===== config.mk =====
export PLATFORM = sky130hd
export DESIGN_NAME = twos_sub_sys
export DESIGN_NICKNAME = d
export VERILOG_FILES = /design/src/rtl/twos_sub_pkg.sv /design/src/rtl/twos_sub_alu.sv /design/src/rtl/twos_sub_path.sv /design/src/rtl/twos_sub_seq.sv /design/src/rtl/twos_sub_sys.sv
export SDC_FILE = /design/constraint.sdc
export NUM_CORES = 1
export LEC_CHECK = 0
export BUFFER_PORTS_ARGS = -buffer_cell sky130_fd_sc_hd__buf_4
export CAP_MARGIN = 20
export CORE_UTILIZATION = 50
export CTS_BUF_LIST = sky130_fd_sc_hd__clkbuf_8
export CTS_CLUSTER_SIZE = 14
export DETAILED_ROUTE_END_ITERATION = 6
export PLACE_DENSITY = 0.7
export SLEW_MARGIN = 20
export SYNTH_ARGS = -nofsm -noshare
export SYNTH_HDL_FRONTEND = slang
export SYNTH_SLANG_ARGS = --single-unit

===== constraint.sdc =====
create_clock -name clk -period 6.4 [get_ports clk]
set_input_delay 0.64 -clock clk [delete_from_list [all_inputs] [get_ports clk]]
set_output_delay 0.64 -clock clk [all_outputs]
set_load 0.01 [all_outputs]

===== src/rtl/twos_sub_pkg.sv =====
package twos_sub_pkg;

  localparam int NREG = 3;

  typedef enum logic [2:0] {
    FN_NOP  = 3'b000,
    FN_PX   = 3'b001,
    FN_PY   = 3'b010,
    FN_ADD  = 3'b011,
    FN_SUBC = 3'b100,
    FN_AND  = 3'b101,
    FN_OR   = 3'b110,
    FN_XOR  = 3'b111
  } alu_fn_e;

  typedef enum logic [2:0] {
    ST_IDLE,
    ST_GET_A,
    ST_GET_B,
    ST_CALC,
    ST_SHOW
  } seq_st_e;

  typedef struct packed {
    logic [NREG-1:0] ld;
    logic [NREG-1:0] x_en;
    logic [NREG-1:0] y_en;
    logic            ext_in;
    logic            ext_out;
    alu_fn_e         fn;
    logic            cin;
  } ctl_t;

endpackage


===== src/rtl/twos_sub_alu.sv =====
module twos_sub_alu
  import twos_sub_pkg::*;
#(
  parameter int W = 8
) (
  input  logic [W-1:0] x_i,
  input  logic [W-1:0] y_i,
  input  logic         cin_i,
  input  alu_fn_e      fn_i,
  output logic [W-1:0] z_o,
  output logic         cout_o
);

  logic [W:0] add_w;
  logic [W:0] sub_w;

  assign add_w = {1'b0, x_i} + {1'b0, y_i} + {{W{1'b0}}, cin_i};
  assign sub_w = {1'b0, x_i} + {1'b0, ~y_i} + {{W{1'b0}}, cin_i};

  always_comb begin
    z_o    = '0;
    cout_o = 1'b0;
    unique case (fn_i)
      FN_NOP:  z_o = '0;
      FN_PX:   z_o = x_i;
      FN_PY:   z_o = y_i;
      FN_ADD:  begin z_o = add_w[W-1:0]; cout_o = add_w[W]; end
      FN_SUBC: begin z_o = sub_w[W-1:0]; cout_o = sub_w[W]; end
      FN_AND:  z_o = x_i & y_i;
      FN_OR:   z_o = x_i | y_i;
      FN_XOR:  z_o = x_i ^ y_i;
      default: z_o = '0;
    endcase
  end

endmodule


===== src/rtl/twos_sub_path.sv =====
module twos_sub_path
  import twos_sub_pkg::*;
#(
  parameter int W = 8
) (
  input  logic         clk,
  input  logic         rst_n,
  input  ctl_t         ctl_i,
  input  logic [W-1:0] din_i,
  output logic [W-1:0] dout_o,
  output logic         nb_o
);

  logic [W-1:0] r_q [NREG];
  logic [W-1:0] xs  [NREG+1];
  logic [W-1:0] ys  [NREG+2];
  logic [W-1:0] x_bus;
  logic [W-1:0] y_bus;
  logic [W-1:0] z_bus;
  logic         cout;
  logic         nb_q;

  assign xs[0] = '0;
  assign ys[0] = '0;

  for (genvar i = 0; i < NREG; i++) begin : g_reg
    always_ff @(posedge clk or negedge rst_n) begin
      if (!rst_n) begin
        r_q[i] <= '0;
      end else if (ctl_i.ld[i]) begin
        r_q[i] <= z_bus;
      end
    end
    assign xs[i+1] = xs[i] | (r_q[i] & {W{ctl_i.x_en[i]}});
    assign ys[i+1] = ys[i] | (r_q[i] & {W{ctl_i.y_en[i]}});
  end

  assign ys[NREG+1] = ys[NREG] | (din_i & {W{ctl_i.ext_in}});
  assign x_bus      = xs[NREG];
  assign y_bus      = ys[NREG+1];

  twos_sub_alu #(.W(W)) alu_i (
    .x_i    (x_bus),
    .y_i    (y_bus),
    .cin_i  (ctl_i.cin),
    .fn_i   (ctl_i.fn),
    .z_o    (z_bus),
    .cout_o (cout)
  );

  always_ff @(posedge clk or negedge rst_n) begin
    if (!rst_n) begin
      nb_q <= 1'b0;
    end else if (ctl_i.ld[NREG-1]) begin
      nb_q <= cout;
    end
  end

  assign dout_o = z_bus & {W{ctl_i.ext_out}};
  assign nb_o   = nb_q;

endmodule


===== src/rtl/twos_sub_seq.sv =====
module twos_sub_seq
  import twos_sub_pkg::*;
(
  input  logic clk,
  input  logic rst_n,
  input  logic start_i,
  output ctl_t ctl_o
);

  seq_st_e st_q;
  seq_st_e st_d;

  always_comb begin
    st_d = st_q;
    unique case (st_q)
      ST_IDLE:  if (start_i) st_d = ST_GET_A;
      ST_GET_A: st_d = ST_GET_B;
      ST_GET_B: st_d = ST_CALC;
      ST_CALC:  st_d = ST_SHOW;
      ST_SHOW:  st_d = ST_IDLE;
      default:  st_d = ST_IDLE;
    endcase
  end

  always_ff @(posedge clk or negedge rst_n) begin
    if (!rst_n) begin
      st_q <= ST_IDLE;
    end else begin
      st_q <= st_d;
    end
  end

  always_comb begin
    ctl_o = '0;
    ctl_o.fn = FN_NOP;
    unique case (st_q)
      ST_GET_A: begin
        ctl_o.ext_in = 1'b1;
        ctl_o.fn     = FN_PY;
        ctl_o.ld[0]  = 1'b1;
      end
      ST_GET_B: begin
        ctl_o.ext_in = 1'b1;
        ctl_o.fn     = FN_PY;
        ctl_o.ld[1]  = 1'b1;
      end
      ST_CALC: begin
        ctl_o.x_en[0] = 1'b1;
        ctl_o.y_en[1] = 1'b1;
        ctl_o.fn      = FN_SUBC;
        ctl_o.cin     = 1'b1;
        ctl_o.ld[2]   = 1'b1;
      end
      ST_SHOW: begin
        ctl_o.x_en[2] = 1'b1;
        ctl_o.fn      = FN_PX;
        ctl_o.ext_out = 1'b1;
      end
      default: ctl_o.fn = FN_NOP;
    endcase
  end

endmodule


===== src/rtl/twos_sub_sys.sv =====
module twos_sub_sys
  import twos_sub_pkg::*;
#(
  parameter int W = 8
) (
  input  logic         clk,
  input  logic         rst_n,
  input  logic         start,
  input  logic [W-1:0] din,
  output logic         ext_in_req,
  output logic [W-1:0] dout,
  output logic         done,
  output logic         no_borrow
);

  ctl_t ctl;

  twos_sub_seq seq_i (
    .clk     (clk),
    .rst_n   (rst_n),
    .start_i (start),
    .ctl_o   (ctl)
  );

  twos_sub_path #(.W(W)) path_i (
    .clk    (clk),
    .rst_n  (rst_n),
    .ctl_i  (ctl),
    .din_i  (din),
    .dout_o (dout),
    .nb_o   (no_borrow)
  );

  assign ext_in_req = ctl.ext_in;
  assign done       = ctl.ext_out;

endmodule


---- Yosys cells after proc, flatten, opt, wreduce, memory -nomap -nowiden ----
Cells that the tools add are included.
operators by class
  reduce and logical (&&, ||, !) cells .... 3
  eq/ne operators ......................... 12
  mux-type cells .......................... 10
  bitwise logic cells ..................... 11
  add/subtract/negate cells ............... 4
operators by type and width
  cell                                           number
  one-hot mux 8 bit (8 select lines)             1
  AND 8 bit                                      6
  bitwise OR 8 bit                               3
  adder 8 x 8 -> 9 bit                           2
  adder 9 x 1 -> 9 bit                           2
  == test 3 bit, second input constant           5
  == test 3 x 2 -> 1 bit, second input constant  4
  one-hot mux 3 bit (4 select lines)             1
  one-hot mux 3 bit (3 select lines)             1
  NOT 8 bit                                      1
  bitwise XOR 8 bit                              1
  == test 3 x 1 -> 1 bit, second input constant  2
  zero test 3 bit                                2
  two-way mux 1 bit                              5
  two-way mux 3 bit                              1
  inequality test 2 bit, second input constant   1
  one-hot mux 1 bit (2 select lines)             1
  OR reduction 2 bit                             1
storage, ports and cells
  output and inout port bits .............. 11
  register bits after elaboration ......... 28
  input bits .............................. 11

---- Longest topological paths before layout ----
  depth in word-level cells ............... 10
  mapped depth ............................ 16
  gate-level depth less buffers ........... 14

---- By module ----
Synthesis repeated with hierarchy kept, for this count alone.
second synthesis, totals
  cell total of the unflattened synthesis .. 319
  area, all modules ....................... 2,879.0 um^2
by module, submodules not included
  module         area each (um^2)  instances  cells each
  twos_sub_alu   1,346.3           1          184
  twos_sub_path  1,275.0           1          107
  twos_sub_seq   257.7             1          28

---- Least setup slack after synthesis ----
Ideal clock, no wire load.
  path kind ............................... reg2reg
  from .................................... reg seq_i.st_q[0]
  to ...................................... reg path_i.r_q[6] (netlist name)
  stages on the path, launching flop included .. 15
  data required time ...................... 6,318 ps
  path slack .............................. 3,154 ps
  arrival ................................. 3,164 ps
  buffers on the path ..................... 1
  period minus slack after synthesis ...... 3,246 ps
  path through ............................ dfrtp_1 > buf_4 > nor3b_1 > and2_1 > a21o_1 > ha_1 > inv_1 > ha_1 > or2_2 > ha_1 > o21ba_2 > o21ai_0 > a21oi_1 > or3_1 > a31oi_1
on the way
  elaborated cells on any way between the ends .. 32
  classes of those cells .................. 4 x add/sub; 11 x eq/ne; 5 x mux; 10 x bitwise; 2 x reduce/logical
RTL lines
  item                                     line                                    RTL
  from (decl)                              twos_sub_seq.sv:10                      seq_st_e st_q;
  from (signal assigned)                   twos_sub_seq.sv:29                      st_q <= st_d;
  == test 3 bit *                          n/a
  two-way mux 1 bit *                      n/a
  named net done                           twos_sub_sys.sv:12                      output logic done,
  AND 8 bit *                              twos_sub_path.sv:34                     assign xs[i+1] = xs[i] | (r_q[i] & {W{ctl_i.x_en[i]}});
  bitwise OR 8 bit *                       twos_sub_path.sv:34
  adder 8 x 8 -> 9 bit (on tied branches)  twos_sub_alu.sv:18, twos_sub_alu.sv:17
  adder 9 x 1 -> 9 bit (on tied branches)  twos_sub_alu.sv:18, twos_sub_alu.sv:17
  one-hot mux 8 bit (8 select lines) *     twos_sub_alu.sv:23                      unique case (fn_i)
  to (signal, indexed assignment)          twos_sub_path.sv:31                     r_q[i] <= z_bus;
  to (decl)                                twos_sub_path.sv:14                     logic [W-1:0] r_q [NREG];
Mark *: on every way through the listed nets, which the timed path passes. The rest lies on a longest branch.
A chain may end at the register's enable or synchronous reset.

---- Worst setup path after layout ----
  from .................................... reg seq_i.st_q[2]
  to ...................................... reg path_i.r_q[6] (netlist name)
on the way
  word-level cells in the longest chain between the ends .. 9
  elaborated cells on any way between the ends .. 32
  classes of those cells .................. 4 x add/sub; 11 x eq/ne; 5 x mux; 10 x bitwise; 2 x reduce/logical
ends and longest elaborated chain
  item                                                                     line                 RTL
  == test 3 x 1 -> 1 bit / == test 3 x 2 -> 1 bit (equally long branches)  twos_sub_seq.sv:36   unique case (st_q)
  OR reduction 2 bit (no line)                                             n/a
  two-way mux 1 bit                                                        twos_sub_seq.sv:36
  AND 8 bit                                                                twos_sub_path.sv:38  assign ys[NREG+1] = ys[NREG] | (din_i & {W{ctl_i.ext_in}});
  bitwise OR 8 bit                                                         twos_sub_path.sv:38
  NOT 8 bit                                                                twos_sub_alu.sv:18   assign sub_w = {1'b0, x_i} + {1'b0, ~y_i} + {{W{1'b0}}, cin_i};
  adder 8 x 8 -> 9 bit                                                     twos_sub_alu.sv:18
  adder 9 x 1 -> 9 bit                                                     twos_sub_alu.sv:18
  one-hot mux 8 bit (8 select lines)                                       twos_sub_alu.sv:23
Several ways; a longest one is shown, not always the timed one.

==> metrics <==
drt pass-1 iters=4; DRT iter0 DRCs=63; Avg Cell Area, Syn=between 10 and 15 um2; cts bufs inserted=3; Initial Util=0.536; WL per Instance=about 15 um; Syn Nets=~210; first-pass GRT wire length=approximately 6300 um; max_slew headroom=0.445; fmax=roughly 0.25 GHz; reg-to-reg slack, setup=2430 ps; status=finished, final reports clean; maximum buffer depth of the clock tree=2; Synth Flop Type=dfrtp_1; RSZ-0062 raised after global routing=no; Async S/R FF share, synth=1.00; Clock transition at path regs=around 100 ps; commonest non-fill, non-tap cell in the layout=dfrtp_1; Crit. End Element=flip-flop; Rows=21; CP arrival=between 4000 and 5000 ps; Hold Path Class=in2async; maximum vdd drop=233 uV; Synth-to-Final Area Change=12.9%; area of the multi-input gates=approximately 1000 um2; Tot Pwr=0.00116 W; Post-synth EDFFs=0; most frequent cells in the layout=dfrtp_1, buf_4, ha_1; final number of hold-violating endpoints=0; Final Max Slew Viols=0; I/O pin cnt=22; nets@finish=around 230; IO Port Bufs=21; Max Cap Viol=0; via count=between 1000 and 1500; synth unique cells=44; Tmin final=3970 ps; WL final=about 3700 um; Lkg Pwr=between 1 and 1.5 nW; antenna violations before repair=0; Clock Latency Late Sink=about 270 ps; Sequential Area=701 um2; Gate Count Post-Synth=roughly 180; Diodes inserted=0; htree depth=1; kind of critical path=reg2reg; Power Density=560 nW/um2; number of clock sinks=28; Setup Fix Bufs, Post-CTS=0; CTS tree=built; GPL Wtd Cong=roughly 0.80; Cell Chain, Critical Path=nand3b_1 > inv_1 > a22oi_1 > inv_1 > ha_1 > inv_1 > ha_1 > or2_2 > ha_1 > o21ba_2 > o21ai_0 > a21oi_1 > or3_1 > a31oi_1; setup TNS=0 ps; Final ANT Viol Nets=0; die footprint=~3900 um2; worst slew pin tran=828 ps; share of cells above drive strength 1=0.263; Die H=62.5 um; peak per-stage delay on the critical path=520 ps; fillers=between 300 and 400; Synth warnings=0; via density per instance=about 5.5; Critical Path RT=around 6600 ps; post-CTS resize count=0; worst hold margin=271 ps; DRC viols=0; vias in the first global route=1373; core footprint=between 3000 and 4000 um2; HPWL Detailed=roughly 2700 um; Tot GR Track Use=0.206; endpoints failing setup=0; GRT overflow=0; register area share after synthesis=0.383; startpoint types=flip-flop; Max FO, Critical Path=24; fin crit share=0.620; root buf cell=clkbuf_8; Hold Buf Count CTS=0; largest net degree at the start of global routing=29; CP max stage cell=dfrtp_1; flop and latch count out of synthesis=28; DIE WIDTH=around 63 um; Syn Std Cell Area=1830 um2; Worst Skew=roughly 4 ps
## routing by layer
metal	up-vias	GRT usage	share of wire
met1	670	0.261	0.48
li1	659	-	-
met5	-	0	0
met2	16	0.370	0.49
met4	0	0.0523	0.0082
met3	4	0.0255	0.023
## where the power goes
group	internal, W	switching (W)
Clock	0.0000551	0.0000548
Sequential	0.000269	0.0000638
Combinational	0.000337	0.000378
Total	0.000660	0.000496
## worst paths after layout
| check | start | to | cells after the start |
|---|---|---|---|
| min | rst_n | path_i.r_q[17]$_DFFE_PN0P_ | 1 |
| max in group asynchronous | rst_n | path_i.r_q[8]$_DFFE_PN0P_ | 1 |
| min in group clk | path_i.r_q[2]$_DFFE_PN0N_ | path_i.r_q[2]$_DFFE_PN0N_ | 2 |
| max | seq_i.st_q[2]$_DFFE_PN0P_ | path_i.r_q[6]$_DFFE_PN0N_ | 14 |
| max reg2reg | seq_i.st_q[2]$_DFFE_PN0P_ | path_i.r_q[6]$_DFFE_PN0N_ | 14 |
| min reg2reg | path_i.r_q[2]$_DFFE_PN0N_ | path_i.r_q[2]$_DFFE_PN0N_ | 2 |
## area by class of cell
cell class | count | area share
Clock buffer | 4 | 0.0267
Timing Repair Buffer | 22 | 0.0800
Inverter | 17 | 0.0309
Multi-Input combinational cell | 127 | 0.495
Tap cell | 46 | 0.0279
Sequential cell | 28 | 0.339
## worst max-delay path, delay by kind of cell, from the launching register on
family	cells	cell delay [ps]
AND/OR/NAND/NOR	3	1090
AO/OA/AOI/OAI	5	990
adder cells (fa/ha/maj)	3	680
buffers and inverters	3	610
flip-flops	1	520
## stage by stage
stage	instances	cell area, um2	setup slack, ps	utilization
final	244	2070	2430	0.605
after detailed placement	240	2010	2440	0.589
after floorplan	179	1830	3150	-
after CTS	244	2070	2410	0.605
after global placement	240	2010	2670	0.589
after global routing	244	2070	2050	0.605
## flip-flops by register name, indices dropped and copies added, names as in the netlist
| name | count |
|---|---|
| path_i.r_q | 24 |
| seq_i.st_q | 3 |
| path_i.nb_o | 1 |
## synthesized netlist by cell type (2+ instances only)
| library cell | count | share of area |
|---|---|---|
| a21o_1 | 6 | 0.025 |
| a21oi_1 | 6 | 0.016 |
| a22o_1 | 6 | 0.029 |
| a31oi_1 | 3 | 0.010 |
| and2_1 | 7 | 0.024 |
| buf_4 | 2 | 0.0082 |
| clkbuf_1 | 2 | 0.0041 |
| dfrtp_1 | 28 | 0.38 |
| ha_1 | 18 | 0.12 |
| inv_1 | 17 | 0.035 |
| mux2_2 | 17 | 0.10 |
| nand2_1 | 13 | 0.027 |
| nor2_1 | 11 | 0.023 |
| nor3b_2 | 2 | 0.014 |
| o21ai_0 | 7 | 0.019 |
| o21ba_2 | 2 | 0.011 |
| or3_1 | 2 | 0.0068 |
| xnor2_1 | 4 | 0.019 |
## logic make-up (layout without fill, tap and decap cells)
group | Yosys count | after routing | share of synthesized area
and+or+nand+nor | 44 | 44 | 0.136
muxes | 18 | 18 | 0.110
xor gates and xnor gates | 4 | 4 | 0.0191
DFF | 28 | 28 | 0.383
AOI/OAI and AO/OA | 43 | 43 | 0.171
adders and majority gates | 18 | 18 | 0.123
buffers and inverters | 24 | 43 | 0.0581
Note: power is estimated with default switching activity, not from simulation.
